$ cat config.mk
export PLATFORM = sky130hd
export DESIGN_NAME = pci_brg_fwd
export DESIGN_NICKNAME = d
export VERILOG_FILES = /design/src/rtl/pci_brg_pkg.sv /design/src/rtl/pci_brg_regs.sv /design/src/rtl/pci_brg_win.sv /design/src/rtl/pci_brg_route.sv /design/src/rtl/pci_brg_fwd.sv
export SDC_FILE = /design/constraint.sdc
export NUM_CORES = 1
export LEC_CHECK = 0
export ABC_AREA = 1
export CAP_MARGIN = 40
export CORE_MARGIN = 2
export CORE_UTILIZATION = 28
export DETAILED_ROUTE_END_ITERATION = 10
export PLACE_DENSITY = 0.56
export SYNTH_ARGS = -nofsm -noshare
export SYNTH_HDL_FRONTEND = slang
export SYNTH_SLANG_ARGS = --single-unit
$ cat constraint.sdc
create_clock -name clk_i -period 2.8 [get_ports clk_i]
set_clock_uncertainty 0.2 [all_clocks]
set_input_delay 0.28 -clock clk_i [delete_from_list [all_inputs] [get_ports clk_i]]
set_output_delay 0.28 -clock clk_i [all_outputs]
set_load 0.03 [all_outputs]
$ cat src/rtl/pci_brg_pkg.sv
package pci_brg_pkg;
  localparam int ADDR_W  = 32;
  localparam int BUS_W   = 8;
  localparam int DATA_W  = 32;
  localparam int DW_W    = 6;
  localparam int IO_FW   = 4;
  localparam int IO_LSB  = 12;
  localparam int MEM_FW  = 12;
  localparam int MEM_LSB = 20;

  localparam logic [DW_W-1:0] DW_CMD  = 6'd1;
  localparam logic [DW_W-1:0] DW_BUS  = 6'd6;
  localparam logic [DW_W-1:0] DW_IO   = 6'd7;
  localparam logic [DW_W-1:0] DW_MEM  = 6'd8;
  localparam logic [DW_W-1:0] DW_CTL  = 6'd15;

  typedef enum logic [1:0] {
    REQ_MEM  = 2'd0,
    REQ_IO   = 2'd1,
    REQ_CFG1 = 2'd2,
    REQ_NONE = 2'd3
  } req_kind_e;

  typedef struct packed {
    logic              io_en;
    logic              mem_en;
    logic [BUS_W-1:0]  pri;
    logic [BUS_W-1:0]  sec;
    logic [BUS_W-1:0]  sub;
    logic [IO_FW-1:0]  io_base;
    logic [IO_FW-1:0]  io_lim;
    logic [MEM_FW-1:0] mem_base;
    logic [MEM_FW-1:0] mem_lim;
    logic              isa_sup;
    logic              vga_fwd;
    logic              sec_rst;
  } brg_cfg_t;
endpackage

$ cat src/rtl/pci_brg_regs.sv
module pci_brg_regs
  import pci_brg_pkg::*;
(
  input  logic              clk_i,
  input  logic              rst_ni,
  input  logic              wr_i,
  input  logic [DW_W-1:0]   dw_i,
  input  logic [3:0]        be_i,
  input  logic [DATA_W-1:0] wdata_i,
  output logic [DATA_W-1:0] rdata_o,
  output brg_cfg_t          cfg_o
);
  brg_cfg_t q;

  always_ff @(posedge clk_i or negedge rst_ni) begin
    if (!rst_ni) begin
      q <= '0;
    end else if (wr_i) begin
      case (dw_i)
        DW_CMD: if (be_i[0]) {q.mem_en, q.io_en} <= wdata_i[1:0];
        DW_BUS: begin
          if (be_i[0]) q.pri <= wdata_i[7:0];
          if (be_i[1]) q.sec <= wdata_i[15:8];
          if (be_i[2]) q.sub <= wdata_i[23:16];
        end
        DW_IO: begin
          if (be_i[0]) q.io_base <= wdata_i[7:4];
          if (be_i[1]) q.io_lim  <= wdata_i[15:12];
        end
        DW_MEM: begin
          if (be_i[0]) q.mem_base[3:0]  <= wdata_i[7:4];
          if (be_i[1]) q.mem_base[11:4] <= wdata_i[15:8];
          if (be_i[2]) q.mem_lim[3:0]   <= wdata_i[23:20];
          if (be_i[3]) q.mem_lim[11:4]  <= wdata_i[31:24];
        end
        DW_CTL: if (be_i[2]) begin
          q.sec_rst <= wdata_i[22];
          q.vga_fwd <= wdata_i[19];
          q.isa_sup <= wdata_i[18];
        end
        default: ;
      endcase
    end
  end

  always_comb begin
    rdata_o = '0;
    case (dw_i)
      DW_CMD: rdata_o = {30'h0, q.mem_en, q.io_en};
      DW_BUS: rdata_o = {8'h0, q.sub, q.sec, q.pri};
      DW_IO:  rdata_o = {16'h0, q.io_lim, 4'h0, q.io_base, 4'h0};
      DW_MEM: rdata_o = {q.mem_lim, 4'h0, q.mem_base, 4'h0};
      DW_CTL: rdata_o = {9'h0, q.sec_rst, 2'h0, q.vga_fwd, q.isa_sup, 18'h0};
      default: rdata_o = '0;
    endcase
  end

  assign cfg_o = q;

  assert_sec_write_R2: assert property (@(posedge clk_i) disable iff (!rst_ni)
    (wr_i && dw_i == DW_BUS && be_i[1]) |=> (cfg_o.sec == $past(wdata_i[15:8])));
  assert_masked_byte_R2: assert property (@(posedge clk_i) disable iff (!rst_ni)
    (wr_i && dw_i == DW_BUS && !be_i[0]) |=> $stable(cfg_o.pri));
endmodule

$ cat src/rtl/pci_brg_win.sv
module pci_brg_win #(
  parameter int AW  = 32,
  parameter int LSB = 20,
  parameter int FW  = 12
) (
  input  logic [AW-1:0] addr_i,
  input  logic [FW-1:0] base_i,
  input  logic [FW-1:0] lim_i,
  output logic          hit_o
);
  localparam int TOP = LSB + FW;
  logic [FW-1:0] fld;
  logic          upper_ok;

  assign fld = addr_i[TOP-1:LSB];

  generate
    if (TOP < AW) begin : g_upper
      assign upper_ok = (addr_i[AW-1:TOP] == '0);
    end else begin : g_full
      assign upper_ok = 1'b1;
    end
  endgenerate

  assign hit_o = upper_ok && (fld >= base_i) && (fld <= lim_i);
endmodule

$ cat src/rtl/pci_brg_route.sv
module pci_brg_route #(
  parameter int BW = 8
) (
  input  logic          clk_i,
  input  logic          rst_ni,
  input  logic          act_i,
  input  logic [BW-1:0] bus_i,
  input  logic [BW-1:0] pri_i,
  input  logic [BW-1:0] sec_i,
  input  logic [BW-1:0] sub_i,
  output logic          t0_o,
  output logic          t1_o
);
  logic live;
  assign live = act_i && (sec_i > pri_i);
  assign t0_o = live && (bus_i == sec_i);
  assign t1_o = live && (bus_i > sec_i) && (bus_i <= sub_i);

  assert_t1_range_R9: assert property (@(posedge clk_i) disable iff (!rst_ni)
    t1_o |-> (bus_i != sec_i) && (bus_i <= sub_i));
  assert_numbering_R10: assert property (@(posedge clk_i) disable iff (!rst_ni)
    (sec_i <= pri_i) |-> !(t0_o || t1_o));
endmodule

$ cat src/rtl/pci_brg_fwd.sv
module pci_brg_fwd
  import pci_brg_pkg::*;
(
  input  logic              clk_i,
  input  logic              rst_ni,
  input  logic              cfg_wr_i,
  input  logic [DW_W-1:0]   cfg_dw_i,
  input  logic [3:0]        cfg_be_i,
  input  logic [DATA_W-1:0] cfg_wdata_i,
  output logic [DATA_W-1:0] cfg_rdata_o,
  input  logic              req_valid_i,
  input  logic [1:0]        req_type_i,
  input  logic [ADDR_W-1:0] req_addr_i,
  input  logic [BUS_W-1:0]  req_bus_i,
  output logic              fwd_o,
  output logic              cfg_t0_o,
  output logic              cfg_t1_o,
  output logic              sec_rst_o
);
  brg_cfg_t cfg;
  logic mem_hit, io_hit, vga_mem, vga_io, alias_blk, mem_fwd, io_fwd;
  logic is_mem, is_io, is_cfg;

  pci_brg_regs u_regs (
    .clk_i, .rst_ni,
    .wr_i(cfg_wr_i), .dw_i(cfg_dw_i), .be_i(cfg_be_i),
    .wdata_i(cfg_wdata_i), .rdata_o(cfg_rdata_o), .cfg_o(cfg)
  );

  pci_brg_win #(.AW(ADDR_W), .LSB(MEM_LSB), .FW(MEM_FW)) u_mem_win (
    .addr_i(req_addr_i), .base_i(cfg.mem_base), .lim_i(cfg.mem_lim), .hit_o(mem_hit)
  );

  pci_brg_win #(.AW(ADDR_W), .LSB(IO_LSB), .FW(IO_FW)) u_io_win (
    .addr_i(req_addr_i), .base_i(cfg.io_base), .lim_i(cfg.io_lim), .hit_o(io_hit)
  );

  assign is_mem = req_valid_i && (req_type_i == REQ_MEM);
  assign is_io  = req_valid_i && (req_type_i == REQ_IO);
  assign is_cfg = req_valid_i && (req_type_i == REQ_CFG1);

  // legacy display ranges
  assign vga_mem = cfg.vga_fwd && (req_addr_i[ADDR_W-1:17] == 15'h5);
  assign vga_io  = cfg.vga_fwd &&
                   (((req_addr_i >= 32'h3B0) && (req_addr_i <= 32'h3BB)) ||
                    ((req_addr_i >= 32'h3C0) && (req_addr_i <= 32'h3DF)));
  assign alias_blk = cfg.isa_sup && (req_addr_i[9:8] != 2'b00);

  assign mem_fwd = cfg.mem_en && (mem_hit || vga_mem);
  assign io_fwd  = cfg.io_en && ((io_hit && !alias_blk) || vga_io);
  assign fwd_o   = (is_mem && mem_fwd) || (is_io && io_fwd);

  pci_brg_route #(.BW(BUS_W)) u_route (
    .clk_i, .rst_ni,
    .act_i(is_cfg), .bus_i(req_bus_i),
    .pri_i(cfg.pri), .sec_i(cfg.sec), .sub_i(cfg.sub),
    .t0_o(cfg_t0_o), .t1_o(cfg_t1_o)
  );

  assign sec_rst_o = cfg.sec_rst;

  assert_mem_gate_R4: assert property (@(posedge clk_i) disable iff (!rst_ni)
    (fwd_o && req_type_i == REQ_MEM) |-> cfg.mem_en);
  assert_io_upper_R5: assert property (@(posedge clk_i) disable iff (!rst_ni)
    (fwd_o && req_type_i == REQ_IO) |-> (cfg.io_en && req_addr_i[31:16] == 16'h0));
  assert_alias_R7: assert property (@(posedge clk_i) disable iff (!rst_ni)
    (fwd_o && req_type_i == REQ_IO && cfg.isa_sup && req_addr_i[9:8] != 2'b00)
      |-> (cfg.vga_fwd && req_addr_i[15:10] == 6'h0));
  assert_cfg_excl_R9: assert property (@(posedge clk_i) disable iff (!rst_ni)
    !(cfg_t0_o && cfg_t1_o));
  assert_quiet_R12: assert property (@(posedge clk_i) disable iff (!rst_ni)
    !req_valid_i |-> !(fwd_o || cfg_t0_o || cfg_t1_o));
endmodule

# Word level (Yosys, flattened, before mapping)
# Cells that the tools add are included.
# word_totals
reg_bits	61
output_inout_bits	36
wordCells	74
# classes
n_lt_le_gt_ge	11
n_eq_ne	9
n_mux	1
n_reduce_logical	39
# op_table
op	count
32-bit case mux with 5 select lines	1
32-bit by 10-bit >= comparator with 1-bit output (second input constant)	2
32-bit by 10-bit less-or-equal comparator with 1-bit output (second input constant)	2
3-bit AND reduction	11
1-bit logical AND	20
8-bit > comparator	2
16-bit zero test	1
15-bit by 3-bit == test with 1-bit output (second input constant)	1
6-bit by 3-bit == test with 1-bit output (second input constant)	2
6-bit by 4-bit == test with 1-bit output (second input constant)	2
12-bit >= comparator	1
12-bit less-or-equal comparator	1
8-bit == test	1
8-bit less-or-equal comparator	1
6-bit by 1-bit == test with 1-bit output (second input constant)	1
4-bit >= comparator	1
4-bit less-or-equal comparator	1
1-bit logical OR	4
2-bit by 1-bit == test with 1-bit output (second input constant)	1
2-bit == test (second input constant)	1
2-bit zero test	1
2-bit nonzero test	1
1-bit zero test	1

# Logic depth before layout (Yosys ltp)
# depth
word_depth	8
ltp_mapped	14

# Hierarchy
# Synthesis repeated with hierarchy kept, for this count alone.
# unflattened
hier_cells	733
hier_area_um2	5027.3
# modules_own_cells
mod	n_inst	cells_per_inst	area_each_um2	seq_area_each_um2
pci_brg_regs	1	405	3160.5	1526.5
pci_brg_win (u_mem_win)	1	110	689.4	0.0
pci_brg_route	1	106	650.6	0.0
pci_brg_win (u_io_win)	1	61	315.3	0.0
pci_brg_fwd	1	51	211.5	0.0

# Worst setup path before layout
# OpenSTA, ideal clock, no wires.
# synth_timing
path_kind	input -> output
from	input cfg_dw_i[5]
to	output cfg_rdata_o[18]
arrival_ps	1681
required_time_ps	2320
slack_ps	639
stages	6
cell_sequence	nor2_4 > nand4_2 > or2_1 > buf_6 > buf_2 > o21ai_0
# synth_between
elab_chain_len	2
# synth_rtl
item	line_no	source
start, declared	pci_brg_fwd.sv:7	input logic [DW_W-1:0] cfg_dw_i,
6-bit by 4-bit == test with 1-bit output, or another cell as far along	pci_brg_regs.sv:48	case (dw_i)
32-bit case mux with 5 select lines (*)	pci_brg_regs.sv:48	
end, declared	pci_brg_fwd.sv:10	output logic [DATA_W-1:0] cfg_rdata_o,
# Every way passes the cells marked *; elsewhere a longest branch is shown, timed or not.

# Final worst setup path
# layout_timing
from	input cfg_dw_i[2]
to	output cfg_rdata_o[6]
# Same word-level chain as after synthesis.

==> metrics.md <==
| Metric | Value |
|---|---|
| Met3 GRT Util | `0.0340` |
| Worst Path Max Fanout | `17` |
| Synthesized cell area | `4450 um^2` |
| Seq/Total Area, Yosys | `0.343` |
| Post-Syn Nets | `about 730` |
| LEAKAGE | `3.07 nW` |
| Residual DRC | `0` |
| Max FFs per register | `61` |
| Top Ports | `124` |
| Minimum clock period | `2.61 ns` |
| Routing usage on met2 | `0.285` |
| Clk root buf | `clkbuf_16` |
| Final instance area | `6400 um^2` |
| RD Place Congestion | `0.879` |
| Max Slew Vio Count | `0` |
| Nets | `856` |
| Status | `completed` |
| Gr ovfl total | `0` |
| CP startpoint kind | `primary input` |
| Vert. Die Dim | `130 um` |
| Layout cells sized above 1 | `0.126` |
| Sequential Area | `roughly 1500 um^2` |
| Synth warn | `0` |
| #FFs+latches synth | `61` |
| CP delay by family, top | `buffers and inverters` |
| PwrDens | `441 nW/um^2` |
| Initial Util | `0.283` |
| Num CTS Buffers | `9` |
| Remaining antenna violation count | `0` |
| HP Class | `flop to flop` |
| CORE AREA | `approximately 16000 um^2` |
| CTS max path bufs | `2` |
| Fillers | `1590` |
| Clk_lat worst skew | `0.33 ns` |
| Multi-input logic area | `2380 um^2` |
| Met1 global-route usage | `0.220` |
| I/O Buffers | `roughly 120` |
| Critical path class | `primary input to primary output` |
| Worst Path Required | `2.32 ns` |
| Synthesized area per cell | `7.61 um^2` |
| DR iter-0 viols | `244` |
| Least-Margin Pin Slew | `0.721 ns` |
| HPWL Detailed | `approximately 12 mm` |
| Post-route setup TNS | `0 ns` |
| Width of the die | `between 100 and 150 um` |
| RSZ-0062 raised after global routing | `false` |
| Setup Viol. Count Final | `0` |
| Async set-reset flop share out of synthesis | `1.00` |
| Non-filler instance count after layout | `933` |
| WP data arrival | `2.13 ns` |
| Global-route wire length before repair | `21.7 mm` |
| Die ar. | `16900 um^2` |
| Cells after synthesis | `585` |
| TritonCTS clock tree | `done` |
| Total track usage | `0.169` |
| CP peak stage delay | `0.54 ns` |
| Synth cell types | `36` |
| Slew headroom | `0.519` |
| Via count | `4287` |
| Antenna violations before repair | `0` |
| Count leader, synth | `nand2_1` |
| Largest net degree at the start of global routing | `30` |
| Clock sink count | `61` |
| Maximum clock frequency | `384 MHz` |
| Top post-synthesis cells by area | `dfrtp_1 (34%), ha_1 (16%), nand2_1 (12%)` |
| Inst Count DP | `916` |
| DRT Wirelength | `14.1 mm` |
| N_diodes | `0` |
| Row cnt | `46` |
| Drt first pass iters | `4` |
| Post-synth EDFFs | `0` |
| Htree depth | `3` |
| Worst path cell trace | `clkdlybuf4s50_1 > nor3_1 > and3_1 > inv_1 > o221ai_1 > buf_12` |
| Worst-path clk slew | `about 0.06 ns` |
| WP buf/inv | `3` |
| Post-DP Area | `6070 um^2` |
| CP endpoint kind | `primary output` |
| Vias in the first global route | `4256` |
| Top cells by count, synth | `nand2_1 (141), inv_1 (120), dfrtp_1 (61)` |
| Post-route setup slack | `0.195 ns` |
| Vias per cell | `4.59` |
| Worst slack at placement | `0.190 ns` |
| Crit share post-route | `0.930` |
| Final hold violations | `0` |
| Most used DFF post-synth | `dfrtp_1` |
| Synth top area share | `0.343` |
| Most Crowded Layer GR | `met2` |
| Average wire per standard cell | `15.1 um` |
| Syn-to-layout area delta | `43.8%` |
| Worst vdd ir | `0.000305 V` |
| Post-synth top area cell | `dfrtp_1` |
| CP max stage cell | `clkdlybuf4s50_1` |
| Max-cap violations | `0` |
[layout make-up]
cell class / instances / share of cell area
Sequential cell: 61 / 0.238
Tap cell: 216 / 0.0422
Timing Repair Buffer: 127 / 0.225
Multi-Input combinational cell: 392 / 0.372
Clock buffer: 9 / 0.0352
Inverter: 121 / 0.0717
Clock inverter: 7 / 0.0154
[metal layers]
layer / share of wire / up-vias
met5: 0 / -
met1: 0.45 / 2013
li1: - / 2143
met2: 0.47 / 114
met4: 0.016 / 0
met3: 0.062 / 17
[through the flow]
step	hold WS (ns)	total power [mW]	util
2_1_floorplan	-0.216	1.33	-
3_3_place_gp	0.163	1.59	0.386
3_5_place_dp	0.169	1.62	0.386
4_1_cts	0.285	2.83	0.407
5_1_grt	0.294	2.97	0.407
6_report	0.282	2.82	0.407
[logic make-up (layout without fill, tap and decap cells)]
logic type                 Yosys count  in the layout  synth area share
AOI/OAI and AO/OA                  112            112             0.161
buffers and inverters              132            264             0.123
adders and majority gates           56             56             0.157
and+or+nand+nor                    224            224             0.217
DFF                                 61             61             0.343
[worst reg2reg max path: stages, from the launching register on]
cell,delay [ns]
dfrtp_1,0.49
nand2_1,0.13
o21ai_0,0.09
[path summary, 6_finish.rpt]
path                                   from                to  slack (ns)  cells past startpoint
min reg2reg                u_regs.cfg_o[57]  u_regs.cfg_o[57]        0.28                      2
max                             cfg_dw_i[2]    cfg_rdata_o[6]        0.19                      6
min in group asynchronous            rst_ni  u_regs.cfg_o[10]        0.34                      2
max in group asynchronous            rst_ni   u_regs.cfg_o[4]        1.31                      3
max reg2reg                 u_regs.cfg_o[1]   u_regs.cfg_o[1]        1.77                      2
min                        u_regs.cfg_o[57]  u_regs.cfg_o[57]        0.28                      2
[timing repair]
| item | in CTS | in global routing |
|---|---|---|
| gates resized for setup | 0 | 0 |
| hold buffers | 1 | 0 |
| endpoints found under the hold margin | 27 | 0 |
| setup buffers | 0 | 0 |
[layout by cell type (no fill, tap or decap), drive strengths merged, types with 4 or more instances in the layout]
master / n
inv: 121
nor2: 41
a21oi: 21
ha: 56
o21ai: 66
nand2: 145
nor3: 4
nand3: 14
clkbuf: 9
clkdlybuf4s50: 85
buf: 41
nor4: 4
clkinv: 4
o221ai: 8
o22ai: 7
dfrtp: 61
o211ai: 4
nand4: 9
[power breakdown]
group	internal (mW)	switching [mW]
Sequential	0.953	0.0522
Clock	0.783	0.437
Combinational	0.278	0.317
Total	2.01	0.807
No activity file was read; power rests on OpenSTA's default activity.
